### src/rtl/resv_pkg.sv
package resv_pkg;
  typedef enum logic [1:0] {
    OP_NONE  = 2'b00,
    OP_LRSV  = 2'b01,
    OP_SCND  = 2'b10,
    OP_STORE = 2'b11
  } mem_op_e;

  typedef struct packed {
    logic       wr_go;
    logic       cancel;
    logic       done;
    logic       rc;
    logic       stored;
    logic [3:0] cr0;
  } resp_t;
endpackage

### src/rtl/resv_line_match.sv
module resv_line_match #(
  parameter int TAG_W = 58
) (
  input  logic [TAG_W-1:0] tag_a,
  input  logic [TAG_W-1:0] tag_b,
  output logic             equal
);
  logic [TAG_W-1:0] bit_eq;

  genvar gi;
  generate
    for (gi = 0; gi < TAG_W; gi++) begin : g_bit
      assign bit_eq[gi] = ~(tag_a[gi] ^ tag_b[gi]);
    end
  endgenerate

  assign equal = &bit_eq;
endmodule

### src/rtl/resv_holder.sv
module resv_holder #(
  parameter int TAG_W = 58
) (
  input  logic             clk,
  input  logic             rst,
  input  logic             set_en,
  input  logic             clr_en,
  input  logic [TAG_W-1:0] set_tag,
  output logic             held,
  output logic [TAG_W-1:0] tag
);
  always_ff @(posedge clk) begin
    if (rst) begin
      held <= 1'b0;
      tag  <= '0;
    end else if (clr_en) begin
      held <= 1'b0;
    end else if (set_en) begin
      held <= 1'b1;
      tag  <= set_tag;
    end
  end

  AST_CLR_DROPS: assert property (@(posedge clk) disable iff (rst)
    clr_en |=> !held);
  AST_SET_TAKES: assert property (@(posedge clk) disable iff (rst)
    (set_en && !clr_en) |=> (held && tag == $past(set_tag)));
  AST_QUIET_KEEPS: assert property (@(posedge clk) disable iff (rst)
    (!set_en && !clr_en) |=> ($stable(held) && $stable(tag)));
endmodule

### src/rtl/resv_resp_regs.sv
module resv_resp_regs
  import resv_pkg::*;
(
  input  logic  clk,
  input  logic  rst,
  input  logic  fire_sc,
  input  logic  fire_st,
  input  logic  sc_ok,
  input  logic  so_in,
  output resp_t resp
);
  resp_t nxt;

  always_comb begin
    nxt = '0;
    if (fire_sc) begin
      nxt.wr_go  = sc_ok;
      nxt.cancel = ~sc_ok;
      nxt.done   = 1'b1;
      nxt.rc     = 1'b1;
      nxt.stored = sc_ok;
      nxt.cr0    = {2'b00, sc_ok, so_in};
    end else if (fire_st) begin
      nxt.wr_go  = 1'b1;
      nxt.done   = 1'b1;
    end
  end

  always_ff @(posedge clk) begin
    if (rst) resp <= '0;
    else     resp <= nxt;
  end

  AST_NO_DUAL_PATH: assert property (@(posedge clk) disable iff (rst)
    !(resp.wr_go && resp.cancel));
  AST_CANCEL_FAILS: assert property (@(posedge clk) disable iff (rst)
    resp.cancel |-> (resp.done && resp.rc && !resp.stored));
  AST_CR0_SHAPE: assert property (@(posedge clk) disable iff (rst)
    resp.rc |-> (resp.cr0[3:2] == 2'b00 && resp.cr0[1] == resp.stored));
endmodule

### src/rtl/atomic_resv_tracker.sv
module atomic_resv_tracker
  import resv_pkg::*;
#(
  parameter int ADDR_W     = 64,
  parameter int LINE_BYTES = 64
) (
  input  logic              clk,
  input  logic              rst,
  input  logic              req_valid,
  input  logic [1:0]        req_op,
  input  logic [ADDR_W-1:0] req_addr,
  input  logic              so_in,
  input  logic              kill_resv,
  output logic              st_wr,
  output logic              st_cancel,
  output logic              cmp_done,
  output logic              cmp_rc,
  output logic              cmp_stored,
  output logic [3:0]        cr0_out,
  output logic              resv_held
);
  localparam int LINE_LSB = $clog2(LINE_BYTES);
  localparam int TAG_W    = ADDR_W - LINE_LSB;

  mem_op_e          op;
  logic             is_lr, is_sc, is_st;
  logic [TAG_W-1:0] req_tag, held_tag;
  logic             tag_eq, sc_ok;
  resp_t            resp;

  assign op      = mem_op_e'(req_op);
  assign is_lr   = req_valid && (op == OP_LRSV);
  assign is_sc   = req_valid && (op == OP_SCND);
  assign is_st   = req_valid && (op == OP_STORE);
  assign req_tag = req_addr[ADDR_W-1:LINE_LSB];

  resv_line_match #(.TAG_W(TAG_W)) u_match (
    .tag_a (req_tag),
    .tag_b (held_tag),
    .equal (tag_eq)
  );

  resv_holder #(.TAG_W(TAG_W)) u_hold (
    .clk     (clk),
    .rst     (rst),
    .set_en  (is_lr),
    .clr_en  (kill_resv | is_sc),
    .set_tag (req_tag),
    .held    (resv_held),
    .tag     (held_tag)
  );

  assign sc_ok = is_sc && resv_held && tag_eq && !kill_resv;

  resv_resp_regs u_resp (
    .clk     (clk),
    .rst     (rst),
    .fire_sc (is_sc),
    .fire_st (is_st),
    .sc_ok   (sc_ok),
    .so_in   (so_in),
    .resp    (resp)
  );

  assign st_wr      = resp.wr_go;
  assign st_cancel  = resp.cancel;
  assign cmp_done   = resp.done;
  assign cmp_rc     = resp.rc;
  assign cmp_stored = resp.stored;
  assign cr0_out    = resp.cr0;

  AST_KILL_DROPS: assert property (@(posedge clk) disable iff (rst)
    kill_resv |=> (!resv_held && !st_wr || !cmp_rc));
  AST_SC_NEEDS_RESV: assert property (@(posedge clk) disable iff (rst)
    (is_sc && !resv_held) |=> st_cancel);
  AST_IDLE_SILENT: assert property (@(posedge clk) disable iff (rst)
    !req_valid |=> !cmp_done);
endmodule

### config.mk
export PLATFORM = sky130hd
export DESIGN_NAME = atomic_resv_tracker
export DESIGN_NICKNAME = d
export VERILOG_FILES = /design/src/rtl/resv_pkg.sv /design/src/rtl/resv_line_match.sv /design/src/rtl/resv_holder.sv /design/src/rtl/resv_resp_regs.sv /design/src/rtl/atomic_resv_tracker.sv
export SDC_FILE = /design/constraint.sdc
export NUM_CORES = 1
export LEC_CHECK = 0
export ABC_AREA = 0
export BUFFER_PORTS_ARGS = -buffer_cell sky130_fd_sc_hd__buf_2
export CORE_MARGIN = 4
export CORE_UTILIZATION = 40
export DETAILED_ROUTE_END_ITERATION = 10
export GPL_ROUTABILITY_DRIVEN = 0
export PLACE_DENSITY = 0.63
export SYNTH_ARGS = -nofsm -noshare
export SYNTH_HDL_FRONTEND = slang
export SYNTH_SLANG_ARGS = --single-unit
### constraint.sdc
create_clock -name clk -period 2.1 [get_ports clk]
set_input_delay 0.315 -clock clk [delete_from_list [all_inputs] [get_ports clk]]
set_output_delay 0.315 -clock clk [all_outputs]
set_load 0.01 [all_outputs]
# ---- Yosys cells after proc, flatten, opt, wreduce, memory -nomap -nowiden
# Cells that the tools add are included.
dict set report totals {
  register_bits 68
  latch_bits 0
  ram_bits 0
  rom_bits 0
  input_bits 71
  elab_cells 147
  memories 0
}
dict set report op_classes {
  add_sub_neg 0
  mul 0
  div 0
  n_lt_le_gt_ge 0
  n_eq_ne 3
  n_shift 0
  muxes 4
  bitwise 120
  n_reduce_logical 11
}
# op count
set op_table {}
lappend op_table {{1-bit inverter} 61}
lappend op_table {{58-bit AND reduction} 1}
lappend op_table {{1-bit XOR} 58}
lappend op_table {{1-bit logical AND} 6}
lappend op_table {{6-bit two-way mux} 1}
lappend op_table {{2-bit equality test, second input constant} 2}
lappend op_table {{2-bit OR reduction} 2}
lappend op_table {{1-bit two-way mux} 3}
lappend op_table {{2-bit by 1-bit equality test with 1-bit output, second input constant} 1}
lappend op_table {{2-bit AND reduction} 1}
lappend op_table {{1-bit logical NOT} 1}
lappend op_table {{1-bit OR} 1}

# ---- Depth between registers and ports, before layout
dict set report depth {
  depth_word 6
  mapped_depth 7
}

# ---- Cells and area by module
# A second synthesis with hierarchy kept.
dict set report unflattened {
  cells_unflattened 371
  hier_area_um2 3540.9
}
# module n_inst cells_per_inst area_per_inst_um2 seq_area_each_um2
set modules_own_cells {}
lappend modules_own_cells {resv_holder 1 267 2645.0 1181.1}
lappend modules_own_cells {resv_line_match 1 78 635.6 0.0}
lappend modules_own_cells {resv_resp_regs 1 18 201.4 120.1}
lappend modules_own_cells {atomic_resv_tracker 1 8 58.8 0.0}

# ---- Least setup slack after synthesis
# No wires, ideal clock.
dict set report synth_path {
  kind {input to register}
  startpoint {input port req_addr[6]}
  endpoint {register, netlist name u_resp.resp[7]}
  setup_time_ns 0.115
  arrival_time_ns 1.595
  t_required_ns 1.985
  setup_slack_ns 0.390
  stages 6
  path_cell_list {inv_1 > a22o_1 > nor4_1 > nand4_1 > or4_4 > and2_1}
}
dict set report synth_between {
  elab_chain_cells 6
}
# element line_no
set synth_lines {}
lappend synth_lines {{start: declaration} atomic_resv_tracker.sv:11} ;# input logic [ADDR_W-1:0] req_addr,
lappend synth_lines {{1-bit XOR} resv_line_match.sv:13} ;# assign bit_eq[gi] = ~(tag_a[gi] ^ tag_b[gi]);
lappend synth_lines {{1-bit inverter} resv_line_match.sv:13}
lappend synth_lines {{58-bit AND reduction} resv_line_match.sv:17} ;# assign equal = &bit_eq;
lappend synth_lines {{1-bit logical AND (2 in series)} atomic_resv_tracker.sv:53} ;# assign sc_ok = is_sc && resv_held && tag_eq && !kill_resv;
lappend synth_lines {{1-bit inverter} resv_resp_regs.sv:18} ;# nxt.cancel = ~sc_ok;
# Every way passes these cells.
# A chain may end at the register's enable or synchronous reset.

# ---- Final worst setup path
dict set report layout_path {
  startpoint {register u_hold.tag[22]}
  endpoint {register, netlist name u_resp.resp[7]}
}
dict set report layout_between {
  elab_chain_cells 6
}
# element line_no
set layout_lines {}
lappend layout_lines {{start: declaration} resv_holder.sv:10} ;# output logic [TAG_W-1:0] tag
lappend layout_lines {{start signal: assignment} resv_holder.sv:20} ;# tag <= set_tag;
lappend layout_lines {{1-bit XOR} resv_line_match.sv:13}
lappend layout_lines {{1-bit inverter} resv_line_match.sv:13}
lappend layout_lines {{58-bit AND reduction} resv_line_match.sv:17}
lappend layout_lines {{1-bit logical AND (2 in series)} atomic_resv_tracker.sv:53}
lappend layout_lines {{1-bit inverter} resv_resp_regs.sv:18}
# Every way passes these cells.

==> flow_metrics.py <==
metrics = {
    "cts": {
        "post_cts_buffers": 0,
        "cts_num_sinks": 65,
        "h-tree-depth": 3,
        "ctsRootBufferMaster": "sky130_fd_sc_hd__clkbuf_8",
        "cts-hold-fix-buffers": 0,
        "clk_pin_slew_ns": 0.07,
        "post_cts.resized_instances": 0,
        "tritoncts": "built",
        "cts_buffer_depth": 2,
        "cts-buffers-inserted": 9,
        "clkLatencyLatePin_ns": 0.33,
    },
    "setup_path": {
        "cell_count_along_the_critical_path": 6,
        "combined_buffer_and_inverter_count_along_the_critical_path": 0,
        "timing.critical_path.required_ns": 2.33,
        "ordered_list_of_cells_on_the_worst_path": "xnor2_1, nand4_1, nor4_2, nand4_1, or4_4, and2_1",
        "critical-path-top-delay-family": "simple AND/OR/NAND/NOR gates",
        "cp-start-kind": "flop",
        "critPathSlowestCell": "sky130_fd_sc_hd__or4_4",
        "critical_path.max_stage_delay_ns": 0.55,
        "crit_path_max_fanout": 3,
        "path_class": "flop to flop",
        "critPathMostFrequentCell": "sky130_fd_sc_hd__nand4_1",
        "rr_worst_depth": 6,
        "kind_of_capture_point_of_the_worst_setup_path": "flop",
        "cp_data_arrival_time_ns": 2.19,
    },
    "timing": {
        "fin_setup_tns_ns": 0,
        "rsz_0062_raised_after_global_routing": "no",
        "fin_ws_ns": 0.136,
        "max_clock_freq_ghz": 0.509,
        "hold_ws_ns": 0.181,
        "final-max-slew-violation-count": 0,
        "max_clock_skew_ns": 0.00425,
        "timing.final.crit_period_ns": 1.96,
        "hold_viol": 0,
        "setup_violations": 0,
        "final_min_period_over_clock_period_pct": 93.5,
    },
    "layout": {
        "synthToLayoutAreaGrowth_pct": 22.2,
        "finalInstanceArea_um2": 3520,
        "final-instance-count-excl-fill": 535,
        "multi_input_area_um2": 1460,
        "nets": 505,
        "n_antenna_cell": 0,
        "final_layout_size_suffix_gt1_share_pct": 21.9,
        "layout_commonest_cell": "sky130_fd_sc_hd__nand2_1",
        "num-fill-cells": 702,
        "finalCoreUtilization_pct": 50.9,
        "final_cell_mix": "sky130_fd_sc_hd__nand2_1, sky130_fd_sc_hd__buf_2, sky130_fd_sc_hd__dfxtp_1",
        "ff_latch_area_um2": 1300,
    },
    "worst_hold_path": {
        "holdPathStages": 2,
        "worst_min_delay_path_category": "primary input to flop",
    },
    "floorplanning": {
        "num_rows": 30,
        "floorplan.die.width_um": 92.8,
        "die_height_um": 92.8,
        "initial_cell_density_of_the_core_pct": 41.7,
        "pin_count": 81,
        "core_um2": 6910,
        "floorplan.die_area_um2": 8620,
    },
    "detailed_routing": {
        "drt-met1-wl_um": 3030,
        "detail_route.vias_per_cell": 4.89,
        "highest-signal-layer": "met5",
        "detailedRoute.firstPassIterationCount": 4,
        "drt-wirelength-per-cell_um": 12.8,
        "detail_route.wirelength_um": 6850,
        "wl_met2_um": 3220,
        "vias_after_detailed_routing": 2617,
        "antenna_left": 0,
        "drc": 0,
        "dr_wl_met3_um": 487,
        "first_iter_violations": 89,
    },
    "synth": {
        "synth_cell_type_count": 24,
        "synth.yosys.seq_area_share_pct": 45.2,
        "postSynthAreaPerCell_um2": 7.82,
        "synth_warnings": 0,
        "yosys_register_bits": 65,
        "synthCells": 368,
        "synth_area_um2": 2880,
    },
    "power": {
        "vdd.ir_drop.worst_mv": 0.383,
        "total_leakage_power_nw": 1.43,
        "fin_total_pwr_mw": 2.54,
        "power_per_cell_area_nw_per_um2": 722,
    },
    "run": {
        "timing.max_cap.violations": 0,
    },
    "placement": {
        "hpwl_um": 4910,
        "placed_cells": 519,
        "place.port_buffers": 72,
        "placed_instance_area_um2": 3320,
        "place_ws_ns": -0.0549,
    },
    "global_route": {
        "grt_first_pass_wirelength_um": 11300,
        "antenna_found_initial": 1,
        "first_global_vias": 2493,
        "grt_max_degree": 42,
        "grt_overflow_total": 0,
        "grt.total_usage_pct": 16.4,
    },
    "status": {
        "status": "finished clean",
    },
}
## layer usage
metal	GRT usage (%)	vias up
met5	0	-
met4	7.08	2
met3	4.22	13
met2	26.9	82
met1	20.4	1190
li1	-	1330
## flip-flops by register name, summed over array words and instances, names as in the netlist
signal	count
u_hold.tag	58
u_hold.held	1
u_resp.resp	6
## worst reg2reg max path: cells and delay by family (launching register included)
kind / cells / cell delay (ns)
flops: 1 / 0.33
xor+xnor: 1 / 0.18
simple gates: 5 / 1.36
## synthesized netlist by cell type
master / n / share of area [%]
sky130_fd_sc_hd__nand2_1: 118 / 15
sky130_fd_sc_hd__dfxtp_1: 65 / 45
sky130_fd_sc_hd__a21oi_1: 61 / 11
sky130_fd_sc_hd__xor2_1: 33 / 10
sky130_fd_sc_hd__clkbuf_1: 18 / 2.3
sky130_fd_sc_hd__xnor2_1: 16 / 4.9
sky130_fd_sc_hd__inv_1: 10 / 1.3
sky130_fd_sc_hd__nor4_1: 10 / 2.2
sky130_fd_sc_hd__nand4_1: 8 / 1.7
sky130_fd_sc_hd__nor2_1: 4 / 0.52
sky130_fd_sc_hd__nor3_1: 4 / 0.70
sky130_fd_sc_hd__buf_4: 3 / 0.78
sky130_fd_sc_hd__o22ai_1: 3 / 0.65
sky130_fd_sc_hd__a22oi_1: 2 / 0.52
sky130_fd_sc_hd__and2_1: 2 / 0.43
sky130_fd_sc_hd__buf_2: 2 / 0.35
sky130_fd_sc_hd__o2bb2ai_1: 2 / 0.61
sky130_fd_sc_hd__a221oi_1: 1 / 0.30
sky130_fd_sc_hd__a22o_1: 1 / 0.30
sky130_fd_sc_hd__conb_1: 1 / 0.13
sky130_fd_sc_hd__nand2b_1: 1 / 0.22
sky130_fd_sc_hd__nand3_1: 1 / 0.17
sky130_fd_sc_hd__or3_1: 1 / 0.22
sky130_fd_sc_hd__or4_4: 1 / 0.39
## cells by family (layout without fill, tap and decap cells)
kind of cell              after synthesis  count (layout)  share of synthesized area [%]
buffers and inverters                  33             103                           4.78
AOI/OAI and AO/OA                      70              70                           13.0
xor gates and xnor gates               49              49                           14.9
DFF                                    65              65                           45.2
other                                   1               2                          0.130
and+or+nand+nor                       150             150                           22.0
## power by group
part	leakage (nW)	internal (mW)	switching (mW)
combinational	0.800	0.111	0.139
clock	0.102	0.555	0.460
sequential	0.526	1.26	0.0157
total	1.43	1.92	0.615
## worst paths after layout
| kind | from | slack, ns | to |
|---|---|---|---|
| worst min-delay path | so_in | 0.18 | u_resp.resp[0] |
| worst min register to register | u_hold.tag[55] | 0.46 | u_hold.tag[55] |
| worst max-delay path | u_hold.tag[22] | 0.14 | u_resp.resp[7] |
| worst max register to register | u_hold.tag[22] | 0.14 | u_resp.resp[7] |
## area by class of cell
class                           instances  share of cell area (%)
Clock inverter                          2                   0.285
Timing Repair Buffer                   77                    11.7
Multi-Input combinational cell        271                    41.4
Inverter                               10                    1.07
Sequential cell                        65                    37.0
Tap cell                               96                    3.42
Clock buffer                           14                    5.19
No activity file was read; power rests on OpenSTA's default activity.
